File: src/rtl/rx_len_check.sv
module rx_len_check #(
  parameter int LW        = 12,
  parameter int MIN_LEN   = 64,
  parameter int STD_MAX   = 1518,
  parameter int TAG_BYTES = 4,
  parameter int JUMBO_MAX = 2048
) (
  input  logic          clk,
  input  logic          rst_n,
  input  logic          jumbo_en,
  input  logic          in_valid,
  input  logic [7:0]    in_data,
  input  logic          in_sof,
  input  logic          in_eof,
  input  logic          fcs_err,
  output logic          out_valid,
  output logic [7:0]    out_data,
  output logic          out_sof,
  output logic          stat_valid,
  output logic [LW-1:0] stat_len,
  output logic          stat_vlan,
  output logic          stat_over,
  output logic          stat_under,
  output logic          stat_bad
);
  localparam logic [LW-1:0] MIN_L  = LW'(MIN_LEN);
  localparam logic [LW-1:0] STD_L  = LW'(STD_MAX);
  localparam logic [LW-1:0] TAG_L  = LW'(STD_MAX + TAG_BYTES);
  localparam logic [LW-1:0] JMB_L  = LW'(JUMBO_MAX);
  localparam logic [LW-1:0] OFS_HI = LW'(12);
  localparam logic [LW-1:0] OFS_LO = LW'(13);

  logic          in_frm, vlan, b12_hit, over;
  logic [LW-1:0] cnt;

  wire          take     = in_valid & (in_sof | in_frm);
  wire [LW-1:0] idx      = in_sof ? '0 : cnt;
  wire          vlan_cur = in_sof ? 1'b0 : vlan;
  wire [LW-1:0] max_ok   = jumbo_en ? JMB_L : (vlan_cur ? TAG_L : STD_L);
  wire [LW-1:0] cap      = jumbo_en ? JMB_L : max_ok + LW'(1);
  wire          acc      = take & (idx < cap);
  wire [LW-1:0] nlen     = acc ? idx + LW'(1) : idx;
  wire          over_n   = (in_sof ? 1'b0 : over) | (idx >= max_ok);
  wire          hit12_n  = (idx == OFS_HI) & (in_data == 8'h81);
  wire          vlan_n   = vlan_cur | ((idx == OFS_LO) & b12_hit & (in_data == 8'h00));

  assign out_valid = acc;
  assign out_data  = in_data;
  assign out_sof   = acc & in_sof;

  always_ff @(posedge clk) begin
    if (!rst_n) begin
      in_frm     <= 1'b0;
      cnt        <= '0;
      vlan       <= 1'b0;
      b12_hit    <= 1'b0;
      over       <= 1'b0;
      stat_valid <= 1'b0;
      stat_len   <= '0;
      stat_vlan  <= 1'b0;
      stat_over  <= 1'b0;
      stat_under <= 1'b0;
      stat_bad   <= 1'b0;
    end else begin
      stat_valid <= take & in_eof;
      if (take) begin
        in_frm <= ~in_eof;
        cnt    <= nlen;
        over   <= over_n;
        vlan   <= vlan_n;
        if (idx == OFS_HI) b12_hit <= hit12_n;
        if (in_eof) begin
          stat_len   <= nlen;
          stat_vlan  <= vlan_n;
          stat_over  <= over_n;
          stat_under <= nlen < MIN_L;
          stat_bad   <= over_n | (nlen < MIN_L) | fcs_err;
        end
      end
    end
  end

  a_r2_status_after_end: assert property (@(posedge clk) disable iff (!rst_n)
    stat_valid |-> $past(in_valid & in_eof & (in_sof | in_frm)));
  a_r7_flags_make_bad: assert property (@(posedge clk) disable iff (!rst_n)
    stat_valid & (stat_over | stat_under) |-> stat_bad);
  a_r5_len_capped: assert property (@(posedge clk) disable iff (!rst_n)
    stat_valid |-> stat_len <= JMB_L);
  a_r3_over_long: assert property (@(posedge clk) disable iff (!rst_n)
    stat_valid & stat_over |-> stat_len > STD_L);
  a_r8_idle_silent: assert property (@(posedge clk) disable iff (!rst_n)
    !in_frm & !in_sof |-> !out_valid);
  a_r6_short_flagged: assert property (@(posedge clk) disable iff (!rst_n)
    stat_valid & (stat_len < MIN_L) |-> stat_under);
endmodule

File: config.mk
export PLATFORM = sky130hd
export DESIGN_NAME = rx_len_check
export DESIGN_NICKNAME = d
export VERILOG_FILES = /design/src/rtl/rx_len_check.sv
export SDC_FILE = /design/constraint.sdc
export NUM_CORES = 1
export LEC_CHECK = 0
export CAP_MARGIN = 15
export CORE_ASPECT_RATIO = 1.5
export CORE_MARGIN = 2
export CORE_UTILIZATION = 39
export CTS_BUF_LIST = sky130_fd_sc_hd__clkbuf_4
export DETAILED_ROUTE_END_ITERATION = 16
export PLACE_DENSITY = 0.68
export SLEW_MARGIN = 20
export SYNTH_ARGS = -nofsm -noshare
export SYNTH_HDL_FRONTEND = slang
export SYNTH_SLANG_ARGS = --single-unit
File: constraint.sdc
create_clock -name clk -period 2.9 [get_ports clk]
set_clock_uncertainty 0.1 [all_clocks]
set_input_delay 0.58 -clock clk [delete_from_list [all_inputs] [get_ports clk]]
set_output_delay 0.58 -clock clk [all_outputs]
set_load 0.02 [all_outputs]
==> results of run 1 <==
## where the power goes
group	internal [mW]	total (mW)	switching, mW
clock	0.102	0.264	0.162
sequential	0.475	0.489	0.0136
combinational	0.137	0.276	0.139
## worst max-delay path: cells and delay by family
| family | cells | cell delay, ps |
|---|---|---|
| simple gates | 5 | 890 |
| buf+inv | 3 | 360 |
| compound gates | 1 | 50 |
| fa+ha+maj | 1 | 260 |
## registers in the layout, indices dropped and copies added (netlist names)
name        count
cnt            12
stat_len       12
b12_hit         1
in_frm          1
over            1
stat_bad        1
stat_over       1
stat_under      1
stat_valid      1
stat_vlan       1
vlan            1
## cell usage after synthesis, drive strengths merged, types with 6 or more instances
cell	count
nor4	6
nor2b	10
buf	13
ha	14
inv	6
nor2	34
nand4	9
a211oi	18
a21oi	9
dfxtp	33
nand2	22
clkbuf	7
o21ai	9
## cell families after synthesis
kind of cell               count (synthesis)  share of synthesized area (%)
DFF                                       33                          32.27
and+or+nand+nor                          110                          29.95
muxes                                      2                         0.9780
AOI/OAI and AO/OA                         50                          17.24
adders and majority gates                 14                          8.558
xor gates and xnor gates                   9                          3.851
buffers and inverters                     26                          7.152
## worst paths after layout
path	from	to	slack [ps]	depth (start not counted)
worst max register to register	cnt[7]$_SDFFE_PN0P_	stat_under$_SDFFE_PN0P_	340	11
worst min-delay path	stat_len[5]$_SDFFE_PN0P_	stat_len[5]$_SDFFE_PN0P_	360	2
worst min register to register	stat_len[5]$_SDFFE_PN0P_	stat_len[5]$_SDFFE_PN0P_	360	2
worst max-delay path	in_sof	out_sof	60	10
## cell type report
cell class / count / area (sq um) / area share (%)
Timing Repair Buffer: 101 / 862.1 / 27.91
Sequential cell: 33 / 660.6 / 21.39
Multi-Input combinational cell: 185 / 1399 / 45.28
Clock inverter: 2 / 10.01 / 0.3240
Tap cell: 68 / 85.08 / 2.754
Clock buffer: 6 / 45.04 / 1.458
Inverter: 6 / 27.53 / 0.8910
## per-layer routing
layer | share of wire (%) | wire, um
met5 | 0 | 0
met2 | 52 | 2911
met4 | 3.5 | 195
met1 | 41 | 2330
met3 | 3.8 | 215
## per-stage QoR
step	area [sq um]	setup WS (ps)
2_1_floorplan	2133	-87.32
3_3_place_gp	2900	-773.0
3_5_place_dp	2900	-808.1
4_1_cts	3030	25.72
5_1_grt	3089	-0.8304
6_report	3089	63.05
## cell usage in the layout, fill, tap and decap left out, types with 4 or more instances in the layout
master / n
buf_4: 56
clkdlybuf4s50_1: 37
nor2_1: 33
dfxtp_1: 33
nand2_1: 18
a211oi_1: 16
a21oi_1: 8
nand4_1: 8
o21ai_0: 7
ha_4: 7
ha_1: 7
clkbuf_4: 6
xnor2_1: 5
buf_6: 5
inv_1: 4
nor2b_1: 4
xor2_1: 4
## what timing repair did
| item | 4_1_cts | 5_1_grt |
|---|---|---|
| resized for setup | 29 | 13 |
| buffers inserted | 3 | 0 |
| endpoints found under the setup margin | 7 | 1 |
| endpoints found under the hold margin | 0 | 0 |
| pin swaps | 7 | 8 |
==> metrics.csv, run 1 <==
stage;metric;value;unit
outcome;status;completed;
die;start_util;40.26;%
layout;layoutNonFillerInstCount;401;
critical_path;cp-start-kind;input pin;
route;antenna_left;0;
global_routing;track_usage;19.93;%
die;core.rowCount;32;
layout;drive_gt1_share;33.63;%
sta;finalHoldViolations;0;
power;vdd_drop_max;0.1564;mV
global_routing;gr-total-overflow;0;
clock_tree;worstSkewPairLatency;340;ps
critical_path;critPathMaxStageDelay;370;ps
place;gp_congestion;0.9541;
route;drc;0;
clock_tree;cts-buffers-inserted;5;
logic_synthesis;seq_area_frac_synth;32.27;%
route;drt-pass1-iter-count;4;
global_routing;antenna_found_initial;0;
clock_tree;clockBufferDepth;2;
critical_path;cp.arrival;2160;ps
sta;fmax;0.3525;GHz
logic_synthesis;synth_ff_type;dfxtp_1;
global_routing;grt_pass1_vias;2002;
clock_tree;clockRootBuffer;clkbuf_4;
global_routing;grt_first_pass_wirelength;9349;um
job;drv_cap;0;
logic_synthesis;syn-num-nets;273;
logic_synthesis;yosysWarnings;0;
place;io_buffers;41;
sta;tns;0;ps
sta;slew-limit-headroom;66.01;%
critical_path;critPathMaxFanout;5;
logic_synthesis;synth.area.top_cells;dfxtp_1, ha_1, a211oi_1;
layout;fillers;473;
clock_tree;htree_levels;2;
power;finalPower;1.028;mW
layout;diodes;0;
logic_synthesis;synth.avg_cell_area;8.389;sq um
logic_synthesis;synth-edff-count;0;
logic_synthesis;synthCells;244;
logic_synthesis;syn-cell-area;2047;sq um
place;dpl.cell_count;390;
clock_tree;cts_hold_buf;0;
route;first_iter_violations;104;
die;die_h;92.73;um
logic_synthesis;synth_top_cell_by_area;dfxtp_1;
sta;min_period;2837;ps
sta;period_share;97.83;%
logic_synthesis;ys_ff_latch;33;
critical_path;worst_setup_path_end_kind;primary output;
clock_tree;cts.clk_slew.worst_paths;100;ps
power;pwr_density_cell;332.9;nW/um^2
global_routing;top_usage_layer;met2;
place;dpl.hpwl;4457;um
clock_tree;cts_tree;built;
global_routing;grt_util_met1;23.41;%
global_routing;grt_max_degree;30;
sta;setup_viol;0;
sta;tightest_slew;505.2;ps
layout;area_growth;50.92;%
critical_path;slowest_stage;or3_4;
worst_hold_path;hold_class;reg -> reg;
critical_path;crit_type;in -> out;
die;fp.dieArea;5856;sq um
die;chipWidth;63.16;um
layout;layout.nets;361;
die;core;5085;sq um
route;viasPerCell;5.239;
global_routing;met3_usage;1.944;%
power;p_leak;1.237;nW
critical_path;worstPathCellList;buf_2, buf_6, nor2b_4, ha_4, and3_4, a221oi_2, or3_4, and3_4, and2_4, buf_6;
sta;slew_violations;0;
route;dr_total_vias;2101;
logic_synthesis;ys_types;49;
critical_path;worstPathRequired;2220;ps
layout;finish.utilization;60.75;%
logic_synthesis;ys_async_sr_fraction;0;%
sta;hold_ws;358.8;ps
global_routing;globalRouteMet2Util;35.55;%
route;routed_wl;5652;um
logic_synthesis;synth_top_area_share;32.27;%
die;ios;42;
route;wl_per_cell;14.09;um
clock_tree;cts_sinks;33;
(Power assumes the default switching activity.)
==> inputs of run 2 (changes only) <==
--- a/config.mk
+++ b/config.mk
@@ -7,11 +7,10 @@
 export LEC_CHECK = 0
 export CAP_MARGIN = 15
 export CORE_ASPECT_RATIO = 1.5
-export CORE_MARGIN = 2
 export CORE_UTILIZATION = 39
 export CTS_BUF_LIST = sky130_fd_sc_hd__clkbuf_4
 export DETAILED_ROUTE_END_ITERATION = 16
-export PLACE_DENSITY = 0.68
+export PLACE_DENSITY = 0.66
 export SLEW_MARGIN = 20
 export SYNTH_ARGS = -nofsm -noshare
 export SYNTH_HDL_FRONTEND = slang
==> constraint.sdc (replaced) <==
create_clock -name clk -period 3 [get_ports clk]
set_clock_uncertainty 0.1 [all_clocks]
set_input_delay 0.6 -clock clk [delete_from_list [all_inputs] [get_ports clk]]
set_output_delay 0.6 -clock clk [all_outputs]
set_load 0.02 [all_outputs]
==> metrics.csv, run 2 (synthesis gave the netlist of run 1 again) <==
stage;metric;value;unit;change
outcome;status;completed;;unchanged
route;first_iter_violations;110;;was 104
die;fp.dieArea;5549;sq um;was 5856 sq um
critical_path;cp-start-kind;input pin;;unchanged
layout;drive_gt1_share;34.53;%;was 33.63%
critical_path;cp.arrival;2260;ps;was 2160 ps
die;start_util;41.55;%;was 40.26%
critical_path;crit_type;in -> out;;unchanged
critical_path;critPathMaxFanout;5;;unchanged
layout;layoutNonFillerInstCount;399;;was 401
layout;final_common_cell;buf_4;;unchanged
clock_tree;clockRootBuffer;clkbuf_4;;unchanged
clock_tree;htree_levels;2;;unchanged
sta;slew-limit-headroom;74.16;%;was 66.01%
die;core.rowCount;31;;was 32
global_routing;track_usage;22.18;%;was 19.93%
worst_hold_path;hp-start;stat_len[5]$_SDFFE_PN0P_;;unchanged
sta;min_period;2960;ps;
place;place_ws;-771.2;ps;was -808.1 ps
route;antenna_left;0;;unchanged
clock_tree;cts_sinks;33;;unchanged
sta;finalHoldViolations;0;;unchanged
clock_tree;cts-buffers-inserted;5;;unchanged
power;p_leak;1.276;nW;was 1.237 nW
layout;top_regs;cnt (12), stat_len (12);;unchanged
critical_path;worst_setup_path_end_kind;primary output;;unchanged
layout;diodes;0;;unchanged
global_routing;gr-total-overflow;0;;unchanged
global_routing;grt_first_pass_wirelength;9315;um;was 9349 um
power;pwr_density_cell;319.6;nW/um^2;was 332.9 nW/um^2
layout;layout.nets;361;;unchanged
place;io_buffers;41;;unchanged
sta;rsz0062_at_grt;yes;;
worst_hold_path;hold_class;reg -> reg;;unchanged
clock_tree;cts_tree;built;;unchanged
clock_tree;clockBufferDepth;2;;unchanged
critical_path;cp-startpoint;in_sof;;unchanged
clock_tree;worstSkewPairLatency;340;ps;about the same
sta;setup_viol;0;;unchanged
die;ios;42;;unchanged
route;routed_wl;5642;um;was 5652 um
critical_path;worstPathRequired;2300;ps;was 2220 ps
critical_path;rr_startpoint;cnt[11]$_SDFFE_PN0P_;;was cnt[7]$_SDFFE_PN0P_
sta;slew_violations;0;;unchanged
power;vdd_drop_max;0.1303;mV;was 0.1564 mV
layout;area_growth;53.79;%;was 50.92%
layout;fillers;432;;was 473
route;viasPerCell;5.251;;was 5.239
clock_tree;cts.clk_slew.worst_paths;100;ps;about the same
global_routing;grt_pass1_vias;1996;;was 2002
sta;fmax;0.3378;GHz;
place;gp_congestion;0.9614;;was 0.9541
job;drv_cap;0;;unchanged
sta;setup_ws;39.61;ps;was 63.05 ps
route;dr_total_vias;2095;;was 2101
die;die_h;90.73;um;was 92.73 um
place;dpl.hpwl;4275;um;was 4457 um
route;drc;0;;unchanged
global_routing;grt_max_degree;27;;was 30
die;core;4926;sq um;was 5085 sq um
sta;tightest_slew;384.0;ps;was 505.2 ps
route;drt-pass1-iter-count;4;;unchanged
sta;period_share;98.68;%;
die;chipWidth;61.16;um;was 63.16 um
global_routing;antenna_found_initial;0;;unchanged
layout;finish.utilization;63.91;%;was 60.75%
clock_tree;cts_hold_buf;0;;unchanged
place;dpl.cell_count;385;;was 390
route;wl_per_cell;14.14;um;was 14.09 um
layout;final_cell_mix;buf_4, clkdlybuf4s50_1, nor2_1, dfxtp_1, a211oi_1;;was buf_4, clkdlybuf4s50_1, nor2_1, dfxtp_1, nand2_1
==> run 2: area by class of cell <==
type                    instances  area, sq um  share of cell area [%]
multi-input cells             185         1401                   44.51
repair buffers                101        918.4                   29.17
flip-flops and latches         33        660.6                   20.99
well taps                      66        82.58                   2.623
clock buffers                   6        45.04                   1.431
inverters                       6        30.03                  0.9539
clock inverters                 2        10.01                  0.3180
==> run 2: repair_timing <==
action	in CTS	in global routing
pin swaps	4	14
buffers inserted	1	3
gates resized for setup	22	28
endpoints found under the setup margin	4	4
gates cloned	2	0
==> run 2: critical path, cell delays in order <==
cell and delay (ps):
buf_4 130, bufbuf_16 270, inv_6 70, nand2_2 80
ha_1 300, nor2_1 140, a211oi_2 50, o21ai_2 140
and3_4 220, and2_4 130, buf_4 130
==> run 2: where the power goes <==
part	switching (mW)	internal [mW]	total, mW
registers	0.0155	0.459	0.475
logic	0.134	0.142	0.276
clock network	0.157	0.0982	0.255
total	0.307	0.699	1.01
==> run 2: metal layers <==
layer / share of wire [%] / up-vias / GRT usage, %
met3: 2.9 / 12 / 3.009
met1: 42 / 984 / 27.07
met2: 52 / 48 / 36.68
li1: - / 1051 / -
met5: 0 / - / 0
met4: 2.8 / 0 / 10.42
==> run 2: per-stage QoR <==
| stage | instance area [sq um] | total power [mW] | TNS, ps | hold WS, ps |
|---|---|---|---|---|
| floorplan | 2133 | 0.6205 | -27.32 | 344.1 |
| global placement | 2888 | 0.7311 | -5965 | 345.4 |
| detailed placement | 2888 | 0.7354 | -6850 | 357.1 |
| CTS | 3022 | 0.9964 | 0 | 371.7 |
| global route | 3148 | 1.056 | -96.29 | 401.5 |
| finish | 3148 | 1.006 | 0 | 380.5 |
==> run 2: final timing paths <==
kind,endpoint,slack [ps],cells past startpoint
setup / recovery,out_sof,40,11
hold / removal,stat_len[5]$_SDFFE_PN0P_,380,2
setup reg to reg,stat_under$_SDFFE_PN0P_,430,11
hold reg to reg,stat_len[5]$_SDFFE_PN0P_,380,2
==> inputs of run 3 (changes only) <==
--- a/config.mk
+++ b/config.mk
@@ -11,7 +11,7 @@
 export CTS_BUF_LIST = sky130_fd_sc_hd__clkbuf_4
 export DETAILED_ROUTE_END_ITERATION = 16
 export PLACE_DENSITY = 0.66
-export SLEW_MARGIN = 20
+export SLEW_MARGIN = 30
 export SYNTH_ARGS = -nofsm -noshare
 export SYNTH_HDL_FRONTEND = slang
 export SYNTH_SLANG_ARGS = --single-unit
==> results of run 3 <==
Same layout as run 2: the final DEF is identical, and so are final timing and power.
